===== config.mk =====
export PLATFORM = sky130hd
export DESIGN_NAME = serial_dac_ctrl
export DESIGN_NICKNAME = d
export VERILOG_FILES = /design/src/rtl/sdac_pkg.sv /design/src/rtl/sdac_sync.sv /design/src/rtl/sdac_shifter.sv /design/src/rtl/sdac_exec.sv /design/src/rtl/serial_dac_ctrl.sv
export SDC_FILE = /design/constraint.sdc
export NUM_CORES = 1
export LEC_CHECK = 0
export ABC_AREA = 1
export BUFFER_PORTS_ARGS = -buffer_cell sky130_fd_sc_hd__buf_2
export CORE_MARGIN = 5
export CORE_UTILIZATION = 63
export CTS_CLUSTER_DIAMETER = 100
export DETAILED_ROUTE_END_ITERATION = 12
export HOLD_SLACK_MARGIN = 0.15
export PLACE_DENSITY = 0.83
export SLEW_MARGIN = 20
export SYNTH_ARGS = -nofsm -noshare
export SYNTH_HDL_FRONTEND = slang
export SYNTH_SLANG_ARGS = --single-unit

===== constraint.sdc =====
create_clock -name clk -period 5.5 [get_ports clk]
set_input_delay 0.55 -clock clk [delete_from_list [all_inputs] [get_ports clk]]
set_output_delay 0.55 -clock clk [all_outputs]
set_load 0.05 [all_outputs]

===== src/rtl/sdac_pkg.sv =====
package sdac_pkg;

  localparam int FRAME_W = 32;
  localparam int DATA_W  = 16;
  localparam int OP_W    = 4;
  localparam int OP_LSB  = 20;
  localparam int RANGE_W = 3;

  typedef enum logic [RANGE_W-1:0] {
    RNG_UNI5  = 3'd0,
    RNG_UNI10 = 3'd1,
    RNG_BI5   = 3'd2,
    RNG_BI10  = 3'd3,
    RNG_BI2P5 = 3'd4,
    RNG_OFS   = 3'd5
  } range_e;

  typedef struct packed {
    logic   hold_wr;   // data word -> holding buffer
    logic   out_wr;    // data word -> DAC buffer
    logic   xfer;      // holding buffer -> DAC buffer
    logic   range_wr;  // load range register
    range_e range;
  } action_t;

  function automatic action_t decode_op(input logic [OP_W-1:0] op);
    action_t a;
    a = '{hold_wr: 1'b0, out_wr: 1'b0, xfer: 1'b0, range_wr: 1'b0, range: RNG_UNI5};
    case (op)
      4'h0: a.hold_wr = 1'b1;
      4'h1: a.xfer    = 1'b1;
      4'h2: begin
        a.hold_wr = 1'b1;
        a.out_wr  = 1'b1;
      end
      4'h8, 4'h9, 4'hA, 4'hB, 4'hC, 4'hD: begin
        a.hold_wr  = 1'b1;
        a.out_wr   = 1'b1;
        a.range_wr = 1'b1;
        a.range    = range_e'(op[2:0]);
      end
      default: a = a;  // no-op and reserved codes
    endcase
    return a;
  endfunction

endpackage


===== src/rtl/sdac_sync.sv =====
module sdac_sync #(
  parameter int              WIDTH  = 4,
  parameter int              STAGES = 2,
  parameter logic [WIDTH-1:0] RVAL  = '0
) (
  input  logic             clk,
  input  logic             rst_n,
  input  logic [WIDTH-1:0] din,
  output logic [WIDTH-1:0] dout
);

  logic [WIDTH-1:0] stage_q [STAGES];
  logic [WIDTH-1:0] stage_d [STAGES];

  genvar g;
  generate
    for (g = 0; g < STAGES; g++) begin : g_stage
      if (g == 0) begin : g_first
        always_comb stage_d[g] = din;
      end else begin : g_rest
        always_comb stage_d[g] = stage_q[g-1];
      end

      always_ff @(posedge clk or negedge rst_n) begin
        if (!rst_n) stage_q[g] <= RVAL;
        else        stage_q[g] <= stage_d[g];
      end
    end
  endgenerate

  assign dout = stage_q[STAGES-1];

endmodule


===== src/rtl/sdac_shifter.sv =====
module sdac_shifter
  import sdac_pkg::*;
#(
  parameter int LEN    = FRAME_W,
  parameter int DW     = DATA_W,
  parameter int OW     = OP_W,
  parameter int OP_POS = OP_LSB
) (
  input  logic          clk,
  input  logic          rst_n,
  input  logic          clr,
  input  logic          shift_en,
  input  logic          bit_in,
  output logic          bit_out,
  output logic [OW-1:0] op_o,
  output logic [DW-1:0] word_o
);

  logic [LEN-1:0] sr_q, sr_d;
  logic           out_q, out_d;

  always_comb begin
    sr_d  = sr_q;
    out_d = out_q;
    if (clr) begin
      sr_d  = '0;
      out_d = 1'b0;
    end else if (shift_en) begin
      sr_d  = {sr_q[LEN-2:0], bit_in};
      out_d = sr_q[LEN-1];
    end
  end

  always_ff @(posedge clk or negedge rst_n) begin
    if (!rst_n) begin
      sr_q  <= '0;
      out_q <= 1'b0;
    end else begin
      sr_q  <= sr_d;
      out_q <= out_d;
    end
  end

  assign bit_out = out_q;
  assign op_o    = sr_q[OP_POS +: OW];
  assign word_o  = sr_q[DW-1:0];

endmodule


===== src/rtl/sdac_exec.sv =====
module sdac_exec
  import sdac_pkg::*;
#(
  parameter int DW = DATA_W,
  parameter int OW = OP_W,
  parameter int RW = RANGE_W
) (
  input  logic          clk,
  input  logic          rst_n,
  input  logic          clr,
  input  logic          run,
  input  logic [OW-1:0] op,
  input  logic [DW-1:0] word,
  output logic [DW-1:0] out_code,
  output logic [RW-1:0] range_code
);

  logic [DW-1:0] hold_q, hold_d;
  logic [DW-1:0] out_q, out_d;
  range_e        rng_q, rng_d;
  action_t       act;

  always_comb begin
    act    = decode_op(op);
    hold_d = hold_q;
    out_d  = out_q;
    rng_d  = rng_q;
    if (clr) begin
      hold_d = '0;
      out_d  = '0;
      rng_d  = RNG_UNI5;
    end else if (run) begin
      if (act.hold_wr)  hold_d = word;
      if (act.out_wr)   out_d  = word;
      else if (act.xfer) out_d = hold_q;
      if (act.range_wr) rng_d  = act.range;
    end
  end

  always_ff @(posedge clk or negedge rst_n) begin
    if (!rst_n) begin
      hold_q <= '0;
      out_q  <= '0;
      rng_q  <= RNG_UNI5;
    end else begin
      hold_q <= hold_d;
      out_q  <= out_d;
      rng_q  <= rng_d;
    end
  end

  assign out_code   = out_q;
  assign range_code = RW'(rng_q);

endmodule


===== src/rtl/serial_dac_ctrl.sv =====
module serial_dac_ctrl
  import sdac_pkg::*;
#(
  parameter int SYNC_STAGES = 2
) (
  input  logic               clk,
  input  logic               rst_n,
  input  logic               ser_clk,
  input  logic               ser_in,
  input  logic               sel_n,
  input  logic               zero_n,
  output logic               ser_out,
  output logic [DATA_W-1:0]  dac_code,
  output logic [RANGE_W-1:0] span_code
);

  // reset: asserted asynchronously, released through two flops
  logic [1:0] rst_pipe_q;
  logic       rst_sync_n;

  always_ff @(posedge clk or negedge rst_n) begin
    if (!rst_n) rst_pipe_q <= 2'b00;
    else        rst_pipe_q <= {rst_pipe_q[0], 1'b1};
  end
  assign rst_sync_n = rst_pipe_q[1];

  // pin synchronizers: {zero_n, sel_n, ser_in, ser_clk}
  logic [3:0] pins_sync;
  sdac_sync #(
    .WIDTH (4),
    .STAGES(SYNC_STAGES),
    .RVAL  (4'b1100)
  ) u_sync (
    .clk  (clk),
    .rst_n(rst_sync_n),
    .din  ({zero_n, sel_n, ser_in, ser_clk}),
    .dout (pins_sync)
  );

  logic sck_lvl, din_lvl, cs_level, clr_active;
  assign sck_lvl    = pins_sync[0];
  assign din_lvl    = pins_sync[1];
  assign cs_level   = pins_sync[2];
  assign clr_active = ~pins_sync[3];

  // edge detection
  logic sck_prev_q, cs_prev_q;

  always_ff @(posedge clk or negedge rst_sync_n) begin
    if (!rst_sync_n) begin
      sck_prev_q <= 1'b0;
      cs_prev_q  <= 1'b1;
    end else begin
      sck_prev_q <= sck_lvl;
      cs_prev_q  <= cs_level;
    end
  end

  logic shift_en, exec_pulse;
  assign shift_en   = sck_lvl & ~sck_prev_q & ~cs_level;
  assign exec_pulse = cs_level & ~cs_prev_q;

  logic [OP_W-1:0]   cmd_w;
  logic [DATA_W-1:0] data_w;

  sdac_shifter u_shift (
    .clk     (clk),
    .rst_n   (rst_sync_n),
    .clr     (clr_active),
    .shift_en(shift_en),
    .bit_in  (din_lvl),
    .bit_out (ser_out),
    .op_o    (cmd_w),
    .word_o  (data_w)
  );

  sdac_exec u_exec (
    .clk       (clk),
    .rst_n     (rst_sync_n),
    .clr       (clr_active),
    .run       (exec_pulse),
    .op        (cmd_w),
    .word      (data_w),
    .out_code  (dac_code),
    .range_code(span_code)
  );

endmodule


==> run metrics <==
crit-path cells o21ai_4, nand2_4, nand2_2, nand3_1, nand2_1; sequential cell area fraction in the yosys report 59.2%; CTS tree done; Routed Antenna Nets 0; clock-pin slew of the registers on the worst-case setup and hold paths 0.08 ns; number of cells on the worst reg-to-reg path 5; average size of a mapped cell 8.72 um^2; synth top area cells sky130_fd_sc_hd__dfrtp_1 (55%), sky130_fd_sc_hd__nand2_1 (16%), sky130_fd_sc_hd__nand3_1 (12%), sky130_fd_sc_hd__dfstp_2 (3.9%), sky130_fd_sc_hd__o21ai_0 (3.8%); area fraction in and, or, nand and nor cells after synthesis 30.6%; Remaining DRCs 0; DR vias 2592; Critical Path RT 5.73 ns; critical path peak fanout 53; r2r startpoint u_sync.dout[3]$_DFF_PN1_; Die Span X 83.4 um; commonest cells after routing, fill and taps aside sky130_fd_sc_hd__nand2_1 (146), sky130_fd_sc_hd__nand3_1 (78), sky130_fd_sc_hd__dfrtp_1 (74); maximum VDD drop 0.195 mV; final critical path time including I/O delays and setup 2.33 ns; layout filler cell count 382; final instance area 3700 um^2; Core ar. 5170 um^2; Worst Path Class, Setup reg2reg; overall routed net length 6520 um; data arrival at the endpoint of the critical path 2.56 ns; run status complete, no violations; area leader, netlist sky130_fd_sc_hd__dfrtp_1; area share of xor/xnor cells in the synthesized design 0%; count of nets after finishing 412; Slew HR 36.1%; number of buffers inserted to repair setup after CTS 0; vertical extent of the die 83.4 um; sort of element at the end of the critical path register; power density over the cells 271 nW/um^2; highest clock rate 429 MHz; area taken by flip-flops and latches 2010 um^2; number of hold violations in the final report 0; die area 6950 um^2; area taken by multi-input logic gates 1190 um^2; Worst setup SP type register; count of input and output buffers 25; pre-CTS worst setup slack 3.17 ns; compound-cell area share of the yosys netlist 4.32%; remaining global-route overflow 0; violation count after the first detailed-route iteration 307; ratio of cells with drive above 1 in the final layout 14.1%; most common cell after layout, fill and taps aside sky130_fd_sc_hd__nand2_1; Clock Path Buffers 2; mapped cell area 3390 um^2; post-synthesis cell type count 19; post-synthesis register bit count 80; post-route worst hold slack 0.263 ns; largest family of logic cells by synthesized area simple AND/OR/NAND/NOR gates; CTS sink cnt 80; diodes inserted 0; pin count of the biggest net entering global routing 79; area fraction of the dominant cell type after synthesis 55.4%; clock tree root buffer cell sky130_fd_sc_hd__clkbuf_8; area growth from synthesis to layout 9.15%; drt via density 5.39; average wire length per cell after detail routing 13.5 um; Slew Limit Fails 0; maxcap violations 0; global routing usage summed across all routing layers 20.6%; Yosys warning count 0; half-perimeter wire length after placement 4080 um; Static Leak 2.10 nW; setup total negative slack 0 ns; setup repair after global routing missed its margin no; synthesized-area fraction occupied by adder cells 0%; clock latency of the later-clocked register in the worst-skew pair 0.34 ns; standard-cell rows 26; initial core utilization 65.6%; number of antenna violations at the first check in global routing 0; Mapped Nets 395; number of global-route vias before repair 2470; boundary pin count 26; final RePlAce weighted congestion 0.813; H-tree levels 3; router iterations before antenna repair 4; Setup Skew 0.00719 ns; share of the cycle needed by the critical path after routing 42.4%; placed cell areas 3510 um^2; global-route wire length before repair 11500 um; path category of the worst min-delay check reg2async; Crit-path slowest cell sky130_fd_sc_hd__dfstp_2; number of failing setup endpoints in the final timing report 0; Worst Setup SP u_sync.dout[3]$_DFF_PN1_; number of CTS-inserted buffers 9; portion of netlist area occupied by mux cells 0%; final worst slack 3.17 ns; slew at the pin with the worst max-slew slack 0.958 ns; largest incremental delay on the critical path 1.17 ns; Synth Instances 389
[synth_stat cells, drive strengths merged]
| cell type | n |
|---|---|
| dfstp | 5 |
| nand2 | 153 |
| dfrtp | 75 |
| inv | 22 |
| nor2 | 2 |
| o21ai | 27 |
| buf | 19 |
| clkbuf | 3 |
| nand4 | 1 |
| nand3 | 80 |
| conb | 1 |
| nor3 | 1 |
[worst max-delay path, delay by kind of cell, from the launching register on]
kind	cells	cell delay (ns)
flops	1	1.17
simple gates	4	0.87
compound gates	1	0.17
[timing repair]
action / CTS / global route
resized for setup: 0 / 0
endpoints found under the hold margin: 2 / 0
hold buffers: 1 / 0
[path summary, 6_finish.rpt]
path / endpoint / slack, ns
min in group clk: u_sync.stage_d[3]$_DFF_PN1_ / 0.30
setup / recovery: u_exec.hold_q[15]$_DFFE_PN0P_ / 3.17
setup reg to reg: u_exec.hold_q[15]$_DFFE_PN0P_ / 3.17
max in group asynchronous: u_shift.sr_q[12]$_DFFE_PN0P_ / 4.67
hold reg to reg: u_shift.sr_q[19]$_DFFE_PN0P_ / 0.26
hold / removal: u_shift.sr_q[19]$_DFFE_PN0P_ / 0.26
[metal layers]
metal	track usage [%]	share of wire, %	vias to the layer above
li1	-	-	1285
met1	27.4	45	1202
met2	31.0	47	96
met3	7.52	7.0	9
met4	7.88	1.3	0
met5	0	0	-
[layout make-up]
class,count,area share [%]
timing repair buffer,28,4.60
inverter,22,2.23
multi-input combinational,265,32.2
sequential,80,54.4
clock inverter,4,0.609
tap,70,2.37
clock buffer,12,3.65
[cell families after synthesis]
kind of cell | after synthesis
simple gates | 237
flops | 80
buf+inv | 44
compound gates | 27
other cells | 1
[sequential cells by signal (all words and copies together) (netlist names)]
signal and flops:
u_sync.dout 4, cs_prev_q 1, u_exec.range_code 3, u_shift.bit_out 1, u_exec.hold_q 16, u_shift.sr_q 32, sck_prev_q 1, u_sync.stage_d 4
rst_pipe_q 2, u_exec.out_code 16
[through the flow]
stage          std cells  power [mW]  util, %
2_1_floorplan        389       0.644        -
3_3_place_gp         463       0.651     67.8
3_5_place_dp         463       0.652     67.8
4_1_cts              480        1.01     71.0
5_1_grt              481        1.05     71.6
6_report             481        1.00     71.6
[where the power goes]
| group | total [mW] | internal (mW) | switching, mW | leakage, nW |
|---|---|---|---|---|
| registers | 0.607 | 0.595 | 0.0123 | 1.08 |
| clock network | 0.359 | 0.162 | 0.197 | 0.0801 |
| logic | 0.0361 | 0.00811 | 0.0280 | 0.936 |
(Power assumes the default switching activity.)
